**src/rtl/rzpg_pkg.sv**
```systemverilog
package rzpg_pkg;

  // Clock cycles in one bit slot.
  function automatic int slot_cycles(input int clk_hz, input int bit_hz);
    return clk_hz / bit_hz;
  endfunction

  // High time of a one bit: a quarter of the slot, never less than one cycle.
  function automatic int high_cycles(input int slot);
    return (slot / 4 < 1) ? 1 : slot / 4;
  endfunction

  // Requested length forced into the legal range.
  function automatic int clamp_len(input int raw, input int lo, input int hi);
    if (raw < lo) return lo;
    if (raw > hi) return hi;
    return raw;
  endfunction

endpackage

```
**src/rtl/rzpg_timebase.sv**
```systemverilog
module rzpg_timebase #(
  parameter int SLOT_CYC    = 80,
  parameter int FRAME_SLOTS = 256,
  parameter int CYC_W       = 7,
  parameter int SLOT_W      = 8
) (
  input  logic              clk,
  input  logic              rst_n,
  input  logic              enable,
  output logic              running,
  output logic [CYC_W-1:0]  cyc,
  output logic [SLOT_W-1:0] slot,
  output logic              take_frame
);

  localparam logic [CYC_W-1:0]  CYC_LAST  = CYC_W'(SLOT_CYC - 1);
  localparam logic [SLOT_W-1:0] SLOT_LAST = SLOT_W'(FRAME_SLOTS - 1);

  logic slot_end;
  logic frame_end;

  assign slot_end  = (cyc == CYC_LAST);
  assign frame_end = slot_end && (slot == SLOT_LAST);

  // High on the edge whose result is cycle 0 of slot 0.
  assign take_frame = enable && (!running || frame_end);

  always_ff @(posedge clk) begin
    if (!rst_n) begin
      running <= 1'b0;
      cyc     <= '0;
      slot    <= '0;
    end else if (!enable) begin
      running <= 1'b0;
      cyc     <= '0;
      slot    <= '0;
    end else if (!running) begin
      running <= 1'b1;
      cyc     <= '0;
      slot    <= '0;
    end else if (slot_end) begin
      cyc  <= '0;
      slot <= frame_end ? '0 : slot + 1'b1;
    end else begin
      cyc <= cyc + 1'b1;
    end
  end

endmodule

```
**src/rtl/rzpg_pattern_store.sv**
```systemverilog
module rzpg_pattern_store #(
  parameter int MIN_BITS = 15,
  parameter int MAX_BITS = 30,
  parameter int LEN_W    = 5
) (
  input  logic                clk,
  input  logic                rst_n,
  input  logic                load,
  input  logic [MAX_BITS-1:0] pattern_in,
  input  logic [LEN_W-1:0]    length_in,
  input  logic                take_frame,
  output logic [MAX_BITS-1:0] act_pat,
  output logic [LEN_W-1:0]    act_len
);

  localparam logic [LEN_W-1:0] LEN_RST = LEN_W'(MIN_BITS);

  logic [MAX_BITS-1:0] stage_pat;
  logic [LEN_W-1:0]    stage_len;
  logic [LEN_W-1:0]    len_clamped;

  assign len_clamped = LEN_W'(rzpg_pkg::clamp_len(int'(length_in), MIN_BITS, MAX_BITS));

  // Staging side: written whenever load is seen.
  always_ff @(posedge clk) begin
    if (!rst_n) begin
      stage_pat <= '0;
      stage_len <= LEN_RST;
    end else if (load) begin
      stage_pat <= pattern_in;
      stage_len <= len_clamped;
    end
  end

  // Working side: written only on a frame boundary.
  always_ff @(posedge clk) begin
    if (!rst_n) begin
      act_pat <= '0;
      act_len <= LEN_RST;
    end else if (take_frame) begin
      act_pat <= stage_pat;
      act_len <= stage_len;
    end
  end

endmodule

```
**src/rtl/rzpg_slot_shaper.sv**
```systemverilog
module rzpg_slot_shaper #(
  parameter int HIGH_CYC = 20,
  parameter int MAX_BITS = 30,
  parameter int LEN_W    = 5,
  parameter int CYC_W    = 7,
  parameter int SLOT_W   = 8
) (
  input  logic                clk,
  input  logic                rst_n,
  input  logic                running,
  input  logic [CYC_W-1:0]    cyc,
  input  logic [SLOT_W-1:0]   slot,
  input  logic [MAX_BITS-1:0] act_pat,
  input  logic [LEN_W-1:0]    act_len,
  output logic                pulse_out,
  output logic                frame_start,
  output logic                tx_done
);

  localparam logic [CYC_W-1:0] HIGH_LIM = CYC_W'(HIGH_CYC);

  logic [31:0]      slot_x;
  logic [31:0]      len_x;
  logic [LEN_W-1:0] bit_idx;
  logic             in_bits;
  logic             in_high;
  logic             slot_head;
  logic             pulse_d;
  logic             start_d;
  logic             done_d;

  assign slot_x    = 32'(slot);
  assign len_x     = 32'(act_len);
  assign in_bits   = (slot_x < len_x);
  assign slot_head = (cyc == '0);
  // Most significant bit of the pattern goes out in slot 0.
  assign bit_idx   = act_len - LEN_W'(1) - LEN_W'(slot);

  generate
    if (HIGH_CYC == 1) begin : g_high_one
      assign in_high = slot_head;
    end else begin : g_high_many
      assign in_high = (cyc < HIGH_LIM);
    end
  endgenerate

  assign pulse_d = running && in_bits && in_high && act_pat[bit_idx];
  assign start_d = running && (slot == '0) && slot_head;
  assign done_d  = running && (slot_x == len_x) && slot_head;

  always_ff @(posedge clk) begin
    if (!rst_n) begin
      pulse_out   <= 1'b0;
      frame_start <= 1'b0;
      tx_done     <= 1'b0;
    end else begin
      pulse_out   <= pulse_d;
      frame_start <= start_d;
      tx_done     <= done_d;
    end
  end

endmodule

```
**src/rtl/rz_pattern_gen.sv**
```systemverilog
module rz_pattern_gen #(
  parameter int CLK_HZ      = 40_000_000,
  parameter int BIT_HZ      = 500_000,
  parameter int FRAME_SLOTS = 256,
  parameter int MIN_BITS    = 15,
  parameter int MAX_BITS    = 30,
  localparam int LEN_W      = $clog2(MAX_BITS + 1)
) (
  input  logic                clk,
  input  logic                rst_n,
  input  logic                enable,
  input  logic                load,
  input  logic [MAX_BITS-1:0] pattern_in,
  input  logic [LEN_W-1:0]    length_in,
  output logic                pulse_out,
  output logic                frame_start,
  output logic                tx_done
);

  localparam int SLOT_CYC = rzpg_pkg::slot_cycles(CLK_HZ, BIT_HZ);
  localparam int HIGH_CYC = rzpg_pkg::high_cycles(SLOT_CYC);
  localparam int CYC_W    = (SLOT_CYC > 2) ? $clog2(SLOT_CYC) : 1;
  localparam int SLOT_W   = $clog2(FRAME_SLOTS);

  logic                running;
  logic [CYC_W-1:0]    cyc;
  logic [SLOT_W-1:0]   slot;
  logic                take_frame;
  logic [MAX_BITS-1:0] act_pat;
  logic [LEN_W-1:0]    act_len;

  rzpg_timebase #(
    .SLOT_CYC   (SLOT_CYC),
    .FRAME_SLOTS(FRAME_SLOTS),
    .CYC_W      (CYC_W),
    .SLOT_W     (SLOT_W)
  ) u_time (
    .clk       (clk),
    .rst_n     (rst_n),
    .enable    (enable),
    .running   (running),
    .cyc       (cyc),
    .slot      (slot),
    .take_frame(take_frame)
  );

  rzpg_pattern_store #(
    .MIN_BITS(MIN_BITS),
    .MAX_BITS(MAX_BITS),
    .LEN_W   (LEN_W)
  ) u_store (
    .clk       (clk),
    .rst_n     (rst_n),
    .load      (load),
    .pattern_in(pattern_in),
    .length_in (length_in),
    .take_frame(take_frame),
    .act_pat   (act_pat),
    .act_len   (act_len)
  );

  rzpg_slot_shaper #(
    .HIGH_CYC(HIGH_CYC),
    .MAX_BITS(MAX_BITS),
    .LEN_W   (LEN_W),
    .CYC_W   (CYC_W),
    .SLOT_W  (SLOT_W)
  ) u_shape (
    .clk        (clk),
    .rst_n      (rst_n),
    .running    (running),
    .cyc        (cyc),
    .slot       (slot),
    .act_pat    (act_pat),
    .act_len    (act_len),
    .pulse_out  (pulse_out),
    .frame_start(frame_start),
    .tx_done    (tx_done)
  );

endmodule

```
**config.mk**
```make
export PLATFORM = sky130hd
export DESIGN_NAME = rz_pattern_gen
export DESIGN_NICKNAME = d
export VERILOG_FILES = /design/src/rtl/rzpg_pkg.sv /design/src/rtl/rzpg_timebase.sv /design/src/rtl/rzpg_pattern_store.sv /design/src/rtl/rzpg_slot_shaper.sv /design/src/rtl/rz_pattern_gen.sv
export SDC_FILE = /design/constraint.sdc
export NUM_CORES = 1
export LEC_CHECK = 0
export BUFFER_PORTS_ARGS = -buffer_cell sky130_fd_sc_hd__buf_2
export CORE_MARGIN = 4
export CORE_UTILIZATION = 63
export CTS_CLUSTER_SIZE = 30
export DETAILED_ROUTE_END_ITERATION = 8
export PLACE_DENSITY = 0.85
export SLEW_MARGIN = 30
export SYNTH_ARGS = -nofsm -noshare
export SYNTH_HDL_FRONTEND = slang
export SYNTH_SLANG_ARGS = --single-unit
```
**constraint.sdc**
```tcl
create_clock -name clk -period 3.5 [get_ports clk]
set_input_delay 1.05 -clock clk [delete_from_list [all_inputs] [get_ports clk]]
set_output_delay 1.05 -clock clk [all_outputs]
set_load 0.02 [all_outputs]
```
==> results_dict.tcl <==
set metrics [dict create \
    ff2ff_path_depth 8 \
    drt-vias-per-instance 5.48 \
    clockRootBuffer "clkbuf_8" \
    cts_hold_buf 0 \
    nFillCells 480 \
    diodes 0 \
    p_seq_share_pct 56.3 \
    synth_xor_area_share_pct 2.83 \
    period_share_pct 67.6 \
    cap_violations 0 \
    min_path_cells 2 \
    final_nets 496 \
    rsz0062_at_grt "no" \
    final-setup-viol-count 0 \
    p_leak_nw 1.82 \
    clock-sinks 89 \
    grt_usage_pct 21.3 \
    p_per_area_nw_per_um2 434 \
    grt_pass1_vias 2842 \
    syn_area_sq_um 4030 \
    synth_nets 465 \
    synth_compound_area_share_pct 5.47 \
    p_switching_mw 0.482 \
    antenna_found_initial 0 \
    grt_pass1_wl_mm 12.7 \
    clkPwrFrac_pct 33.9 \
    grt_start_max_net_pins 102 \
    worst_pin_slew_ns 0.830 \
    muxShareOfSynthArea_pct 19.3 \
    synth-seq-cells 89 \
    drt_iter0_drc 131 \
    arrival_ns 2.67 \
    synth_ff_type "dfxtp_1" \
    rows 28 \
    synth.distinct_cells 46 \
    htree_num_levels 3 \
    synth_cells 414 \
    syn_avg_cell_area_sq_um 9.73 \
    drc 0 \
    ys_seq_area_share_pct 44.2 \
    firstDrtPassIters 4 \
    status "finished clean" \
    intPower_mw 1.42 \
    cts_tree "built" \
    async_flop_share_pct 0 \
    drtAntennaViolNets 0 \
    max_freq_mhz 423 \
    dp_hpwl_mm 5.29 \
    crit_path_start_kind "register" \
    die_w_um 88.0 \
    area_delta_synth_final_pct 8.98 \
    final_layout_size_suffix_gt1_share_pct 15.8 \
    slew-limit-headroom_pct 44.7 \
    totalWireLength_mm 7.46 \
    wl_per_cell_um 14.2 \
    start_util_pct 66.5 \
    post_cts_buffers 0 \
    synth_edf_count 0 \
    hold_violations 0 \
    hold_ws_ns 0.461 \
    clk_latency_ns 0.37 \
    yosys-top-cells-area "dfxtp_1 (44%), mux2i_1 (15%), nand2_1 (7.7%), nor2b_1 (5.0%), mux4_2 (3.9%)" \
    vias 2879 \
    core_sq_um 6060 \
    irDropWorstVdd_mv 0.356 \
    io_buffers 41 \
    synth_fa_ha_area_share_pct 3.91 \
    maxSlewViolCount 0 \
    ios 42 \
    min_path_type "register to register" \
    setup_tns_ns 0 \
    netlist.area_leader.share_pct 44.2 \
    skew_ns 0.0158 \
    synth_top_area_cell "dfxtp_1" \
    clkTransAtPathRegs_ns 0.09 \
    path_class "register to register" \
    comb_power_share_pct 9.8 \
    cp.required_ns 3.80 \
    fp.dieArea_sq_um 7740 \
    cts_buffers 9 \
    final_common_cell "dfxtp_1" \
    place_congestion 0.811 \
    synth_top_family_by_area "multiplexers" \
    die_y_um 88.0 \
    period_needed_ns 2.37 \
    mostFrequentLayoutCells "dfxtp_1 (89), nand2_1 (83), mux2i_1 (62)" \
    ys.warnings.count 0 \
    clockBufferDepth 2 \
    critical_path_peak_fanout 8 \
    critPathCaptureType "register" \
    yosys.area_share.simple_pct 19.2 \
    grt_overflow 0 \
    sw_frac_of_total_pct 25.3 \
    cts-resized-gates 0 \
]
==> per-layer routing <==
layer / part of all wire [%] / global-route usage (%)
met1: 44 / 24.7
met2: 50 / 36.4
met3: 4.1 / 5.27
met4: 1.1 / 10.6
met5: 0 / 0
==> stage by stage <==
stage	cells	setup WS (ns)	power [mW]	instance area [sq um]	utilization, %
6_report	525	1.13	1.91	4390	72.4
5_1_grt	525	1.01	1.99	4390	72.4
4_1_cts	525	1.12	1.92	4390	72.4
3_5_place_dp	509	1.15	1.28	4210	69.5
3_3_place_gp	509	1.20	1.27	4210	69.5
2_1_floorplan	414	1.23	1.24	4030	-
==> cell usage after synthesis (3+ instances only) <==
master / n
mux2i_1: 62
nor2_1: 17
nor2b_1: 32
nand2_1: 83
mux4_2: 7
clkbuf_1: 15
buf_12: 3
o211ai_1: 8
xnor2_1: 8
o22ai_1: 4
a21oi_1: 6
o21ai_0: 6
and3_1: 4
nand3_1: 6
xor2_1: 5
inv_1: 14
dfxtp_1: 89
ha_1: 11
==> path summary, 6_finish.rpt <==
kind / from / endpoint / slack, ns
worst min register to register: u_store.act_pat[14]$_SDFFE_PN0P_ / u_store.act_pat[14]$_SDFFE_PN0P_ / 0.46
worst min-delay path: u_store.act_pat[14]$_SDFFE_PN0P_ / u_store.act_pat[14]$_SDFFE_PN0P_ / 0.46
worst max-delay path: u_time.slot[0]$_SDFFE_PN0P_ / u_shape.pulse_out$_SDFF_PN0_ / 1.13
worst max register to register: u_time.slot[0]$_SDFFE_PN0P_ / u_shape.pulse_out$_SDFF_PN0_ / 1.13
==> sequential cells by signal (all words and copies together) (netlist names) <==
| register | flops |
|---|---|
| u_shape.pulse_out | 1 |
| u_shape.tx_done | 1 |
| u_time.slot | 8 |
| u_time.running | 1 |
| u_store.act_len | 5 |
| u_store.stage_pat | 30 |
| u_shape.frame_start | 1 |
| u_time.cyc | 7 |
| u_store.stage_len | 5 |
| u_store.act_pat | 30 |
==> worst max-delay path, stage by stage, from the launching register on <==
cell and delay (ns):
dfxtp_1 0.36, inv_1 0.09, ha_1 0.23, fa_1 0.72
mux4_2 0.27, nand2_1 0.05, o211a_1 0.14, a311o_1 0.31
a21oi_1 0.14
==> power groups by stage <==
stage	logic (mW)	registers [mW]	clock network, mW
2_1_floorplan	0.147	1.09	0
3_3_place_gp	0.180	1.10	0
3_5_place_dp	0.188	1.10	0
4_1_cts	0.189	1.07	0.660
5_1_grt	0.209	1.08	0.704
6_report	0.187	1.07	0.646
==> layout make-up <==
class                   count  area, sq um  area share [%]
multi-input cells         287         2040            46.5
clock inverters             5         37.5           0.855
flip-flops and latches     89         1780            40.6
repair buffers             44          240            5.47
well taps                  75         93.8            2.14
clock buffers              11          141            3.22
inverters                  14         52.6            1.20
==> cell families (layout without fill, tap and decap cells) <==
family	count (synthesis)	in the layout
AND/OR/NAND/NOR	160	160
flip-flops	89	89
multiplexers	69	69
buffers and inverters	38	74
AO/OA/AOI/OAI	33	33
XOR/XNOR	13	13
adder cells (fa/ha/maj)	12	12
Note: power is estimated with default switching activity, not from simulation.
